$ cat config.mk
export PLATFORM = sky130hd
export DESIGN_NAME = e1_cell_mapper
export DESIGN_NICKNAME = d
export VERILOG_FILES = /design/src/rtl/e1map_pkg.sv /design/src/rtl/e1map_ctrl.sv /design/src/rtl/e1map_dp.sv /design/src/rtl/e1_cell_mapper.sv
export SDC_FILE = /design/constraint.sdc
export NUM_CORES = 1
export LEC_CHECK = 0
export BUFFER_PORTS_ARGS = -buffer_cell sky130_fd_sc_hd__buf_2
export CAP_MARGIN = 20
export CORE_MARGIN = 3
export CORE_UTILIZATION = 30
export DETAILED_ROUTE_END_ITERATION = 10
export GPL_TIMING_DRIVEN = 0
export SYNTH_ARGS = -nofsm -noshare
export SYNTH_HDL_FRONTEND = slang
export SYNTH_HIERARCHICAL = 1
export SYNTH_SLANG_ARGS = --single-unit
export TNS_END_PERCENT = 5
$ cat constraint.sdc
create_clock -name clk -period 7.1 [get_ports clk]
set_clock_uncertainty 0.05 [all_clocks]
set_input_delay 0.355 -clock clk [delete_from_list [all_inputs] [get_ports clk]]
set_output_delay 0.355 -clock clk [all_outputs]
set_load 0.005 [all_outputs]
$ cat src/rtl/e1map_pkg.sv
package e1map_pkg;
  localparam int SLOT_BITS  = 8;
  localparam int SLOTS      = 32;
  localparam int FRAME_BITS = SLOTS * SLOT_BITS;
  localparam int CNT_W      = $clog2(FRAME_BITS);
  localparam int PH_W       = $clog2(SLOT_BITS);
  localparam int SLOT_W     = CNT_W - PH_W;
  localparam int CELL_LEN   = 53;
  localparam int HDR_LEN    = 5;
  localparam int IDX_W      = $clog2(CELL_LEN);

  localparam logic [SLOT_W-1:0] ALIGN_SLOT = '0;
  localparam logic [SLOT_W-1:0] SIG_SLOT   = SLOT_W'(SLOTS / 2);
  localparam logic [PH_W-1:0]   RX_PHASE   = PH_W'(SLOT_BITS / 2);
  localparam logic [IDX_W-1:0]  LAST_IDX   = IDX_W'(CELL_LEN - 1);

  typedef logic [SLOT_BITS-1:0] octetT;

  localparam octetT FAS_WORD  = 8'h1B;
  localparam octetT NFAS_WORD = 8'h40;
  localparam octetT IDLE_TAG  = 8'h01;
  localparam octetT IDLE_HEC  = 8'h52;
  localparam octetT IDLE_FILL = 8'h6A;

  typedef enum logic [2:0] {
    SRC_ALIGN,
    SRC_NALIGN,
    SRC_SIG,
    SRC_USER,
    SRC_IDLE
  } srcE;

  // strobes from control to datapath
  typedef struct packed {
    logic              txLoad;
    srcE               src;
    logic [SLOT_W-1:0] slot;
    logic [IDX_W-1:0]  cellIdx;
    logic              rxCapture;
  } strobeT;

  function automatic octetT idleOctet(input logic [IDX_W-1:0] idx);
    if (idx < IDX_W'(HDR_LEN - 2))       return '0;
    else if (idx == IDX_W'(HDR_LEN - 2)) return IDLE_TAG;
    else if (idx == IDX_W'(HDR_LEN - 1)) return IDLE_HEC;
    else                                 return IDLE_FILL;
  endfunction
endpackage

$ cat src/rtl/e1map_ctrl.sv
module e1map_ctrl
  import e1map_pkg::*;
(
  input  logic              clk,
  input  logic              rstN,
  input  logic              cellValid,
  output strobeT            strb,
  output logic              cellReady,
  output logic              frameStart,
  output logic              octetStrobe,
  output logic [SLOT_W-1:0] slotNum
);
  logic [CNT_W-1:0] bitCnt;
  logic [PH_W-1:0]  phase;
  logic             payloadSlot;
  logic             payLoad;
  logic             cellBoundary;
  logic             alignPhase;
  logic             userCell;
  logic [IDX_W-1:0] cellIdx;
  srcE              srcSel;

  assign phase        = bitCnt[PH_W-1:0];
  assign slotNum      = bitCnt[CNT_W-1:PH_W];
  assign octetStrobe  = (phase == '0);
  assign frameStart   = (bitCnt == '0);
  assign payloadSlot  = (slotNum != ALIGN_SLOT) && (slotNum != SIG_SLOT);
  assign payLoad      = octetStrobe && payloadSlot;
  assign cellBoundary = (cellIdx == '0);
  assign cellReady    = payLoad && (cellBoundary || userCell);

  always_ff @(posedge clk or negedge rstN) begin
    if (!rstN) begin
      bitCnt     <= '0;
      alignPhase <= 1'b0;
      cellIdx    <= '0;
      userCell   <= 1'b0;
    end else begin
      bitCnt <= (bitCnt == CNT_W'(FRAME_BITS - 1)) ? '0 : bitCnt + 1'b1;
      if (frameStart) alignPhase <= ~alignPhase;
      if (payLoad) begin
        cellIdx <= (cellIdx == LAST_IDX) ? '0 : cellIdx + 1'b1;
        if (cellBoundary) userCell <= cellValid;
      end
    end
  end

  always_comb begin
    if (slotNum == ALIGN_SLOT)    srcSel = alignPhase ? SRC_NALIGN : SRC_ALIGN;
    else if (slotNum == SIG_SLOT) srcSel = SRC_SIG;
    else if (cellBoundary)        srcSel = cellValid ? SRC_USER : SRC_IDLE;
    else                          srcSel = userCell ? SRC_USER : SRC_IDLE;
  end

  always_comb begin
    strb.txLoad    = octetStrobe;
    strb.src       = srcSel;
    strb.slot      = slotNum;
    strb.cellIdx   = cellIdx;
    strb.rxCapture = (phase == RX_PHASE) && payloadSlot;
  end
endmodule

$ cat src/rtl/e1map_dp.sv
module e1map_dp
  import e1map_pkg::*;
#(
  parameter octetT SIG_WORD = 8'hFF
) (
  input  logic              clk,
  input  logic              rstN,
  input  strobeT            strb,
  input  octetT             cellData,
  input  octetT             rxOctet,
  output octetT             txOctet,
  output logic [SLOT_W-1:0] txSlot,
  output logic              txCellStart,
  output octetT             rxData,
  output logic              rxValid
);
  octetT nextOctet;
  logic  nextStart;

  always_comb begin
    unique case (strb.src)
      SRC_ALIGN:  nextOctet = FAS_WORD;
      SRC_NALIGN: nextOctet = NFAS_WORD;
      SRC_SIG:    nextOctet = SIG_WORD;
      SRC_USER:   nextOctet = cellData;
      default:    nextOctet = idleOctet(strb.cellIdx);
    endcase
    nextStart = ((strb.src == SRC_USER) || (strb.src == SRC_IDLE)) && (strb.cellIdx == '0);
  end

  always_ff @(posedge clk or negedge rstN) begin
    if (!rstN) begin
      txOctet     <= '0;
      txSlot      <= '0;
      txCellStart <= 1'b0;
      rxData      <= '0;
      rxValid     <= 1'b0;
    end else begin
      if (strb.txLoad) begin
        txOctet     <= nextOctet;
        txSlot      <= strb.slot;
        txCellStart <= nextStart;
      end
      rxValid <= strb.rxCapture;
      if (strb.rxCapture) rxData <= rxOctet;
    end
  end
endmodule

$ cat src/rtl/e1_cell_mapper.sv
module e1_cell_mapper
  import e1map_pkg::*;
#(
  parameter logic [7:0] SIG_WORD = 8'hFF
) (
  input  logic       clk,
  input  logic       rstN,
  input  logic [7:0] cellData,
  input  logic       cellValid,
  output logic       cellReady,
  output logic       frameStart,
  output logic       octetStrobe,
  output logic [4:0] slotNum,
  output logic [7:0] txOctet,
  output logic [4:0] txSlot,
  output logic       txCellStart,
  input  logic [7:0] rxOctet,
  output logic [7:0] rxData,
  output logic       rxValid
);
  strobeT strb;

  e1map_ctrl u_ctrl (
    .clk        (clk),
    .rstN       (rstN),
    .cellValid  (cellValid),
    .strb       (strb),
    .cellReady  (cellReady),
    .frameStart (frameStart),
    .octetStrobe(octetStrobe),
    .slotNum    (slotNum)
  );

  e1map_dp #(.SIG_WORD(SIG_WORD)) u_dp (
    .clk        (clk),
    .rstN       (rstN),
    .strb       (strb),
    .cellData   (cellData),
    .rxOctet    (rxOctet),
    .txOctet    (txOctet),
    .txSlot     (txSlot),
    .txCellStart(txCellStart),
    .rxData     (rxData),
    .rxValid    (rxValid)
  );
endmodule

# ---- Word-level counts from Yosys, hierarchy flattened
# Cells that the tools add are included.
dict set report word_totals {
  regBits 39
  inputBits 19
  out_inout_bits 31
  word_cells 50
}
dict set report op_classes {
  add_sub_neg 2
  order_cmp 1
  eq_ne 11
  mux 12
  bitwise_logic 1
  n_reduce_logical 14
}
# cell count
set op_table {}
lappend op_table {{one-hot mux 8 bit (4 select lines)} 1}
lappend op_table {{2-to-1 mux 8 bit} 3}
lappend op_table {{2-to-1 mux 3 bit} 5}
lappend op_table {{2-to-1 mux 6 bit} 2}
lappend op_table {{adder 8 x 1 -> 8 bit (second input constant)} 1}
lappend op_table {{equality test 8 bit (second input constant)} 1}
lappend op_table {{zero test 8 bit} 1}
lappend op_table {{adder 6 x 1 -> 6 bit (second input constant)} 1}
lappend op_table {{equality test 3 x 2 -> 1 bit (second input constant)} 2}
lappend op_table {{equality test 3 bit (second input constant)} 2}
lappend op_table {{equality test 6 x 2 -> 1 bit (second input constant)} 1}
lappend op_table {{equality test 6 x 3 -> 1 bit (second input constant)} 1}
lappend op_table {{equality test 6 bit (second input constant)} 1}
lappend op_table {{zero test 3 bit} 2}
lappend op_table {{zero test 6 bit} 1}
lappend op_table {{less-than comparator 6 x 2 -> 1 bit (second input constant)} 1}
lappend op_table {{equality test 5 bit (second input constant)} 1}
lappend op_table {{logical AND 1 bit} 5}
lappend op_table {{zero test 5 bit} 1}
lappend op_table {{!= test 5 bit (second input constant)} 1}
lappend op_table {{nonzero test 5 bit} 1}
lappend op_table {{equality test 3 x 1 -> 1 bit (second input constant)} 1}
lappend op_table {{logical OR 1 bit} 2}
lappend op_table {{AND reduction 2 bit} 1}
lappend op_table {{2 further kinds} 2}

# ---- Logic depth before layout (Yosys ltp)
# Gate-level depths: netlist of the first run.
dict set report depth {
  word_depth 7
  ltp_mapped 10
  depth_no_buf 8
}

# ---- Modules after synthesis
# The synthesis of the first run kept the hierarchy.
# mod n_inst cells_each area_each_um2 seq_area_each_um2
set by_module_without_submodules {}
lappend by_module_without_submodules {e1map_dp 1 85 1023.5 575.6}
lappend by_module_without_submodules {e1map_ctrl 1 103 1021.0 400.4}

# ---- Worst setup path before layout of the first run
# Ideal clock, no wire load.
dict set report synth_path {
  path_type {reg-to-reg}
  start {register u_ctrl.cellIdx[0]}
  end {register u_dp.txOctet[6]}
  setup_time_ns 0.124
  arrival_time_ns 2.043
  required_ns 6.926
  path_slack_ns 4.883
  path_stages_with_launch 10
  path_buffers 1
  synth_period_minus_slack_ns 2.217
  path_cell_list {dfrtp_1 inv_1 ha_1 or4b_4 o21ai_0 and2_1 buf_2 nand2b_1 nor3_1 a211o_1}
}
# element line_no
set synth_rtl {}
lappend synth_rtl {{from (decl)} e1map_ctrl.sv:20} ;# logic [IDX_W-1:0] cellIdx;
lappend synth_rtl {{from (signal assigned)} e1map_ctrl.sv:42} ;# cellIdx <= (cellIdx == LAST_IDX) ? '0 : cellIdx + 1'b1;
lappend synth_rtl {{to (signal assigned)} e1map_dp.sv:40} ;# txOctet <= nextOctet;
lappend synth_rtl {{to (decl)} e1map_dp.sv:11} ;# output octetT txOctet,

==> results of run 1 <==
## cell usage after synthesis (3+ instances only)
master      n
a2111oi_0   3
a21oi_1     7
a31oi_1     3
buf_2       3
buf_4      12
dfrtp_1    39
ha_1        4
inv_1      11
mux2_2     15
nand2_1     6
nand2b_1    3
nand3_1     7
nor2_1     12
nor2b_1     4
nor3_1      6
o211ai_1    3
o21ai_0     6
xor2_1      3
## power by group through the flow
stage | sequential (mW) | combinational [mW] | clock, mW
CTS | 0.230 | 0.0255 | 0.201
finish | 0.230 | 0.0248 | 0.195
global route | 0.230 | 0.0286 | 0.212
global placement | 0.234 | 0.0253 | 0
detailed placement | 0.234 | 0.0256 | 0
floorplan | 0.235 | 0.00868 | 0
## sequential cells by signal (all words and copies together) (netlist names)
signal             cells
u_dp/txCellStart       1
u_dp/rxData            8
u_ctrl/cellIdx         6
u_ctrl/alignPhase      1
u_ctrl/bitCnt          8
u_ctrl/userCell        1
u_dp/txOctet           8
u_dp/rxValid           1
u_dp/txSlot            5
## worst register-to-register path, delay by kind of cell, from the launching register on
family	cells	cell delay, ns
adder cells (fa/ha/maj)	1	0.21
AND/OR/NAND/NOR	5	1.11
buffers and inverters	2	0.29
AO/OA/AOI/OAI	1	0.28
flip-flops	1	0.46
## metrics by stage
stage	instance area (µm²)	total power [mW]	setup WS [ns]
final	2500	0.449	4.58
after detailed placement	2390	0.260	4.62
after global placement	2390	0.259	4.63
after global routing	2500	0.471	4.29
after floorplan	2040	0.243	4.88
after CTS	2500	0.457	4.61
## metal layers
| metal | routed length [µm] | up-vias |
|---|---|---|
| li1 | - | 783 |
| met1 | 2080 | 772 |
| met2 | 2130 | 43 |
| met3 | 300 | 5 |
| met4 | 44 | 0 |
| met5 | 0 | - |
## cell families after synthesis
logic type / after synthesis / share of synthesized area, %
AND/OR/NAND/NOR: 56 / 17.4
AO/OA/AOI/OAI: 39 / 13.4
flip-flops: 39 / 47.7
buffers and inverters: 29 / 8.08
multiplexers: 16 / 8.81
XOR/XNOR: 5 / 2.14
adder cells (fa/ha/maj): 4 / 2.45
## final timing paths
path	end	depth (start not counted)	slack [ns]
worst max-delay path	u_dp/txOctet[3]	9	4.58
worst min-delay path	u_dp/txSlot[0]	1	0.12
worst max register to register	u_dp/txOctet[3]	9	4.58
worst min register to register	u_ctrl/alignPhase	1	0.43
max in group asynchronous	u_ctrl/cellIdx[2]	1	6.30
min in group clk	u_dp/rxData[6]	2	0.23
## final cells by class
class / count / area (µm²)
Clock buffer: 5 / 68.8
Inverter: 12 / 45.0
Buffer: 17 / 120
Tap cell: 77 / 96.3
Multi-Input combinational cell: 120 / 903
Timing Repair Buffer: 49 / 245
Clock inverter: 3 / 46.3
Sequential cell: 39 / 976
Fill cell: 669 / 3960
==> results.yml, run 1 <==
yosys:
  yosys.area.top_type_share_pct: 47.7
  yosys_warnings: 6
  syn_area_per_cell_um2: 10.9
  synth_edf_count: 0
  dominantRegCellSynth: "dfrtp_1"
  syn-num-nets: 211
  synthTopCellsByArea: "dfrtp_1, mux2_2, buf_4"
  yosysSeqAreaShare_pct: 47.7
  syn_inst: 188
  ys_seq_elements: 39
  ys_async_sr_fraction_pct: 100
  yosysTopAreaCell: "dfrtp_1"
  syn_area_um2: 2040
  synth.distinct_cells: 48
cells_and_area:
  postLayoutCoreUtil_pct: 38.7
  most-common-layout-cells: "buf_2, dfrtp_1, mux2_2"
  syn_to_final_growth_pct: 22.3
  antennaDiodeCount: 0
  nets: 267
  drive_above_1_share_pct: 39.2
  layout_commonest_cell: "buf_2"
  layout.cells.non_filler: 322
timing:
  maxSlewViolCount: 0
  fmax_ghz: 0.397
  setup_viol_count_final: 0
  hold_slack_ns: 0.125
  period_share_pct: 35.5
  fin_tns_setup_ns: 0
  fin_crit_ns: 2.52
  rsz0062_at_grt: "no"
  worstMarginPinSlew_ns: 0.901
  slew_headroom_pct: 39.9
  hold_viol_final: 0
detailed_routing:
  drt_pass1_iterations: 4
  wirelength_mm: 4.56
  drt_iter0_markers: 60
  wire_per_inst_um: 14.2
  postRouteAntennaNets: 0
  num_vias: 1603
  routed_via_density: 4.98
  drc_errors: 0
setup_path:
  r2r_start: "u_ctrl/cellIdx[1]"
  startpoint: "u_ctrl/cellIdx[1]"
  worst_ep_arrival_time_ns: 2.65
  max_stage_delay_ns: 0.49
  cp.buffers_inverters: 2
  worst_setup_path_start_kind: "flip-flop"
  critical_path.top_delay_family: "simple AND/OR/NAND/NOR gates"
  cp_slowest_cell: "or4b_4"
  end_kind: "flip-flop"
  criticalPathCategory: "flip-flop to flip-flop"
  worst_ep_required_time_ns: 7.23
  cp_max_fo: 10
  crit_top_cell: "nor3_1"
  path_cells: "inv_1, ha_1, or4b_4, o21ai_0, and2_1, buf_2, nand2_1, nor3_1, nor3_1"
global_routing:
  grtUsageTotal_pct: 12.3
  antenna_found_initial: 0
  grtUsageMet1_pct: 16.0
  top_usage_layer: "met2"
  first_global_vias: 1610
  grt_first_pass_wirelength_mm: 7.61
  grt_max_degree: 40
  use_met3_pct: 4.28
  globalRouteOverflowTotal: 0
  met2_usage_pct: 19.0
clock_network:
  clockBufferDepth: 2
  cts_inserted_buffers: 5
  cts.sinks: 39
  post_cts_buffers: 0
  cts_resized: 0
  path_clk_slew_ns: 0.09
  ctsHoldBuffers: 0
  clkLatencyLatePin_ns: 0.30
  cts_htree_levels: 2
  root_buffer: "clkbuf_8"
  cts_tree: "yes"
floorplanning:
  ios: 50
  start_util_pct: 31.7
  die_h_um: 88.6
  row_count: 29
  dieArea_um2: 7840
  coreArea_um2: 6460
  die_x_um: 88.6
place:
  port_buffers: 49
  dp.final_hpwl_mm: 3.26
  gp_congestion: 0.827
  place_inst: 314
power:
  p_leak_nw: 1.12
  pwr-share-seq_pct: 51.1
  combPwrFrac_pct: 5.5
  vdd_drop_max_mv: 0.131
  power.internal_mw: 0.345
  clkPwrFrac_pct: 43.3
  netSwitchingFraction_pct: 23.2
  p_per_area_nw_per_um2: 180
  p_switching_mw: 0.104
run:
  maxCapViolations: 0
hold_path:
  hp-class: "input pin to async pin"
status:
  status: "completed"
Note: power is estimated with default switching activity, not from simulation.
==> run 2, diff against run 1 <==
==> constraint.sdc (replaced) <==
create_clock -name clk -period 2.31 [get_ports clk]
set_clock_uncertainty 0.05 [all_clocks]
set_input_delay 0.1155 -clock clk [delete_from_list [all_inputs] [get_ports clk]]
set_output_delay 0.1155 -clock clk [all_outputs]
set_load 0.005 [all_outputs]
==> run 2 against run 1 <==
- global-route usage grew 0.45 points
- total power rose to 3.1 times the previous value
- die area is the same
- maximum frequency grew 11%
- wire length up 6.5%
- via count increased by 3.9%
- combinational power rose to 3.8 times the previous value
- sequential cell count did not move
- hold slack worse by 0.12 ns
- critical path type unchanged
==> results.yml, run 2 (synthesis results as in run 1) <==
detailed_routing:
  wirelength_mm: 4.85
  drt_pass1_iterations: 4
  drc_errors: 0
  routed_via_density: 4.96
  postRouteAntennaNets: 0
  num_vias: 1665
  drt_iter0_markers: 57
  wire_per_inst_um: 14.4
place:
  dp.final_hpwl_mm: 3.26
  place_inst: 314
  dp_slack_ns: -0.170
  place_area_um2: 2390
  port_buffers: 49
  gp_congestion: 0.827
cells_and_area:
  syn_to_final_growth_pct: 31.6
  final_cell_area_um2: 2690
  fillerInstances: 644
  antennaDiodeCount: 0
  most-common-layout-cells: "buf_2, dfrtp_1, buf_4"
  regArea_um2: 978
  drive_above_1_share_pct: 43.6
  reg_top3: "u_ctrl/bitCnt x8, u_dp/rxData x8, u_dp/txOctet x8"
  layout.cells.non_filler: 336
  nets: 281
  layout_commonest_cell: "buf_2"
  multi_input_area_um2: 952
timing:
  fin_crit_ns: 2.26
  rsz0062_at_grt: "yes"
  worstMarginPinSlew_ns: 0.895
  maxSlewViolCount: 0
  hold_viol_final: 0
  period_share_pct: 98.0
  setup_viol_count_final: 0
  setup_ws_ns: 0.0471
  fmax_ghz: 0.442
  slew_headroom_pct: 40.3
floorplanning:
  die_h_um: 88.6
  row_count: 29
  dieArea_um2: 7840
  die_x_um: 88.6
  start_util_pct: 31.7
  ios: 50
  coreArea_um2: 6460
setup_path:
  worst_ep_required_time_ns: 2.45
  reg2reg_slack_ns: 0.05
  end_kind: "flip-flop"
  criticalPathCategory: "flip-flop to flip-flop"
  worst_setup_path_start_kind: "flip-flop"
  cp_slowest_cell: "or4b_4"
  cp_max_fo: 10
  path_cells: "inv_1, ha_2, or4b_4, o21ai_4, and2_1, buf_6, nand2b_1, nor3_1, a211o_1"
  max_stage_delay_ns: 0.50
  worst_ep_arrival_time_ns: 2.40
clock_network:
  root_buffer: "clkbuf_8"
  path_clk_slew_ns: 0.09
  clkLatencyLatePin_ns: 0.30
  cts_inserted_buffers: 5
  clockBufferDepth: 2
  cts_tree: "yes"
  cts_htree_levels: 2
  cts.sinks: 39
power:
  p_leak_nw: 1.19
  p_per_area_nw_per_um2: 524
  vdd_drop_max_mv: 0.400
status:
  status: "completed"
global_routing:
  grt_first_pass_wirelength_mm: 7.87
  globalRouteOverflowTotal: 0
  grt_max_degree: 40
  first_global_vias: 1677
  grtUsageTotal_pct: 12.8
  antenna_found_initial: 0
run:
  maxCapViolations: 0
hold_path:
  hp-class: "input pin to flip-flop"
run 2: changes by cell type in the layout (fill, tap and decap cells not counted), sizes merged:
| cell | before | now |
|---|---|---|
| clkbuf | 6 | 5 |
| dlygate4sd3 | 0 | 9 |
| buf | 65 | 71 |
run 2: what timing repair did:
item,in CTS,in global routing
endpoints found under the setup margin,9,11
pin swaps,1,3
resized for setup,9,9
hold buffers,9,0
setup buffers,1,5
endpoints found under the hold margin,47,0
run 2: stage by stage:
stage / hold WS [ns] / TNS (ns) / total power, mW / utilization, %
after detailed placement: 0.247 / -0.947 / 0.798 / 36.9
after global placement: 0.238 / -0.879 / 0.797 / 36.9
final: 0.00527 / 0 / 1.41 / 41.7
after CTS: 0.00165 / 0 / 1.42 / 40.6
after global routing: 0.0162 / -0.119 / 1.47 / 41.7
after floorplan: -0.230 / 0 / 0.748 / -
run 2: path summary, 6_finish.rpt:
kind                                    from                end  cells after the start
min reg2reg                u_ctrl/alignPhase  u_ctrl/alignPhase                      1
max reg2reg                u_ctrl/cellIdx[1]    u_dp/txOctet[6]                      9
max                        u_ctrl/cellIdx[1]    u_dp/txOctet[6]                      9
min                                cellValid    u_ctrl/userCell                      2
max in group asynchronous               rstN  u_ctrl/cellIdx[0]                      2
min in group asynchronous               rstN     u_dp/txSlot[0]                      2
run 2: layout make-up:
type                       instances  area share [%]
buffer                            16            4.56
timing repair buffer              64            14.1
inverter                          12            1.67
clock inverter                     3            1.72
sequential                        39            36.4
tap                               77            3.58
clock buffer                       5            2.56
multi-input combinational        120            35.4
run 2: where the power goes:
part | leakage (nW) | internal [mW] | switching (mW) | total [mW]
combinational | 0.678 | 0.0505 | 0.0448 | 0.0952
sequential | 0.463 | 0.698 | 0.00869 | 0.707
clock | 0.0548 | 0.326 | 0.281 | 0.606
run 2: routing by layer:
| layer | vias to the layer above | routed length (µm) | share of wire [%] | GRT usage [%] |
|---|---|---|---|---|
| met1 | 809 | 2120 | 44 | 16.0 |
| li1 | 810 | - | - | - |
| met4 | 0 | 44 | 0.91 | 4.40 |
| met2 | 41 | 2390 | 49 | 20.5 |
| met5 | - | 0 | 0 | 0 |
| met3 | 5 | 290 | 6.0 | 4.38 |
run 2: critical path, delay by kind of cell (launching register included):
kind	cells	cell delay, ns
AND/OR/NAND/NOR	4	0.87
AO/OA/AOI/OAI	2	0.43
flip-flops	1	0.41
buffers and inverters	2	0.20
adder cells (fa/ha/maj)	1	0.20
==> run 3, diff against run 2 <==
--- a/config.mk
+++ b/config.mk
@@ -7,10 +7,11 @@
 export LEC_CHECK = 0
 export BUFFER_PORTS_ARGS = -buffer_cell sky130_fd_sc_hd__buf_2
 export CAP_MARGIN = 20
-export CORE_MARGIN = 3
+export CORE_MARGIN = 8
 export CORE_UTILIZATION = 30
 export DETAILED_ROUTE_END_ITERATION = 10
 export GPL_TIMING_DRIVEN = 0
+export PLACE_DENSITY = 0.62
 export SYNTH_ARGS = -nofsm -noshare
 export SYNTH_HDL_FRONTEND = slang
 export SYNTH_HIERARCHICAL = 1
==> run 3 against run 2 <==
- sequential power about the same
- sequential share of layout area increased by 0.50 points
- sequential cell count unchanged
- combinational power decreased by 2.7%
- global-route usage decreased by 2.3 points
- die area increased by 24%
- final cell count increased by 0.30%
- hold slack about the same
- critical path depth unchanged
- clock-buffer cell count unchanged
- utilization decreased by 1.9 points
- highest routed layer unchanged
==> results.yml, run 3 (synthesis results as in run 1) <==
status:
  status: "completed"
setup_path:
  worst_ep_arrival_time_ns: 2.34
  reg2reg_slack_ns: 0.09
  cp_max_fo: 10
  path_cells: "inv_1, ha_2, or4b_4, o21ai_4, and2_1, buf_6, nand2_1, a31oi_1, nor3_1"
  startpoint: "u_ctrl/cellIdx[1]"
  max_stage_delay_ns: 0.49
  worst_ep_required_time_ns: 2.43
  cp.buffers_inverters: 2
  end_kind: "flip-flop"
  r2r_start: "u_ctrl/cellIdx[1]"
  critical_path.top_delay_family: "simple AND/OR/NAND/NOR gates"
  worst_setup_path_start_kind: "flip-flop"
  criticalPathCategory: "flip-flop to flip-flop"
  cp_slowest_cell: "or4b_4"
run:
  maxCapViolations: 0
cells_and_area:
  most-common-layout-cells: "buf_2, dfrtp_1, buf_4"
  fillerInstances: 653
  layout_commonest_cell: "buf_2"
  layout.cells.non_filler: 337
  final_cell_area_um2: 2650
  drive_above_1_share_pct: 41.6
  antennaDiodeCount: 0
  syn_to_final_growth_pct: 29.8
  nets: 279
  reg_top3: "u_ctrl/bitCnt x8, u_dp/rxData x8, u_dp/txOctet x8"
timing:
  period_share_pct: 96.2
  fin_crit_ns: 2.22
  hold_viol_final: 0
  hold_slack_ns: 0.00563
  maxSlewViolCount: 0
  slew_headroom_pct: 43.2
  worstMarginPinSlew_ns: 0.851
  fmax_ghz: 0.450
  setup_viol_count_final: 0
  rsz0062_at_grt: "yes"
hold_path:
  hp-class: "input pin to flip-flop"
  hp-start: "cellData[7]"
power:
  p_per_area_nw_per_um2: 518
  p_switching_mw: 0.306
  pwr-share-seq_pct: 51.4
  p_leak_nw: 1.18
  clkPwrFrac_pct: 41.9
  combPwrFrac_pct: 6.7
  netSwitchingFraction_pct: 22.2
  vdd_drop_max_mv: 0.220
  power.internal_mw: 1.07
global_routing:
  grt_max_degree: 40
  antenna_found_initial: 0
  grt_first_pass_wirelength_mm: 8.27
  globalRouteOverflowTotal: 0
  grtUsageTotal_pct: 10.5
  first_global_vias: 1653
place:
  place_area_um2: 2390
  port_buffers: 49
  dp.final_hpwl_mm: 3.50
  place_inst: 317
  gp_congestion: 0.797
floorplanning:
  start_util_pct: 30.6
  coreArea_um2: 6680
  ios: 50
  die_x_um: 98.6
  dieArea_um2: 9710
  die_h_um: 98.6
  row_count: 30
clock_network:
  root_buffer: "clkbuf_8"
  cts_inserted_buffers: 5
  cts_tree: "yes"
  cts_htree_levels: 2
  clkLatencyLatePin_ns: 0.30
  clockBufferDepth: 2
  cts.sinks: 39
  path_clk_slew_ns: 0.08
detailed_routing:
  drt_iter0_markers: 110
  drt_pass1_iterations: 4
  drc_errors: 0
  wire_per_inst_um: 14.2
  wirelength_mm: 4.79
  num_vias: 1633
  postRouteAntennaNets: 0
  routed_via_density: 4.85
==> run 3: cell count changes in the layout (fill, tap and decap cells not counted), sizes merged <==
| cell | change |
|---|---|
| clkinv | +2 |
| inv | -1 |
| clkinvlp | -1 |
| buf | -2 |
==> run 3: path summary, 6_finish.rpt <==
path,end,depth (start not counted)
min in group asynchronous,u_ctrl/bitCnt[1],2
worst max register to register,u_dp/txOctet[4],9
worst max-delay path,u_dp/txOctet[4],9
worst min register to register,u_ctrl/alignPhase,1
worst min-delay path,u_dp/txOctet[7],3
max in group asynchronous,u_ctrl/cellIdx[1],2
==> run 3: cell type report <==
cell class	instances	area, µm²	share of cell area, %
clock inverter	3	43.8	1.65
timing repair buffer	62	365	13.8
buffer	16	123	4.62
sequential	39	978	36.9
clock buffer	5	68.8	2.59
tap	80	100	3.77
inverter	12	45.0	1.70
multi-input combinational	120	930	35.0
==> run 3: power groups by stage <==
stage | logic, mW | registers, mW | clock network, mW
finish | 0.0926 | 0.706 | 0.576
global route | 0.104 | 0.709 | 0.629
detailed placement | 0.0795 | 0.720 | 0
floorplan | 0.0267 | 0.721 | 0
global placement | 0.0791 | 0.719 | 0
CTS | 0.0915 | 0.706 | 0.596
==> run 3: stage by stage <==
| step | utilization (%) | worst slack, ns | setup TNS [ns] | total power, mW |
|---|---|---|---|---|
| 2_1_floorplan | - | 0.0926 | 0 | 0.748 |
| 3_3_place_gp | 35.8 | -0.184 | -0.859 | 0.798 |
| 3_5_place_dp | 35.8 | -0.184 | -0.897 | 0.799 |
| 4_1_cts | 39.0 | -0.00672 | -0.00672 | 1.39 |
| 5_1_grt | 39.7 | -0.0470 | -0.197 | 1.44 |
| 6_report | 39.7 | 0.0879 | 0 | 1.38 |
==> run 3: routing by layer <==
layer | track usage (%) | up-vias | part of all wire, % | routed length [µm]
met4 | 3.19 | 0 | 1.1 | 54
met2 | 17.7 | 32 | 49 | 2340
met3 | 4.44 | 5 | 6.6 | 317
met1 | 11.6 | 788 | 43 | 2080
met5 | 0 | - | 0 | 0
li1 | - | 808 | - | -
==> run 3: repair_timing <==
| action | CTS | global route |
|---|---|---|
| pin swaps | 1 | 1 |
| endpoints found under the hold margin | 46 | 1 |
| buffers inserted | 1 | 3 |
| hold buffers | 8 | 1 |
| setup endpoints to repair | 9 | 11 |
| resized for setup | 7 | 4 |
==> run 3: tightest hold or removal path, delay by kind of cell <==
kind	cells	cell delay, ns
buf+inv	1	0.07
compound gates	2	0.12
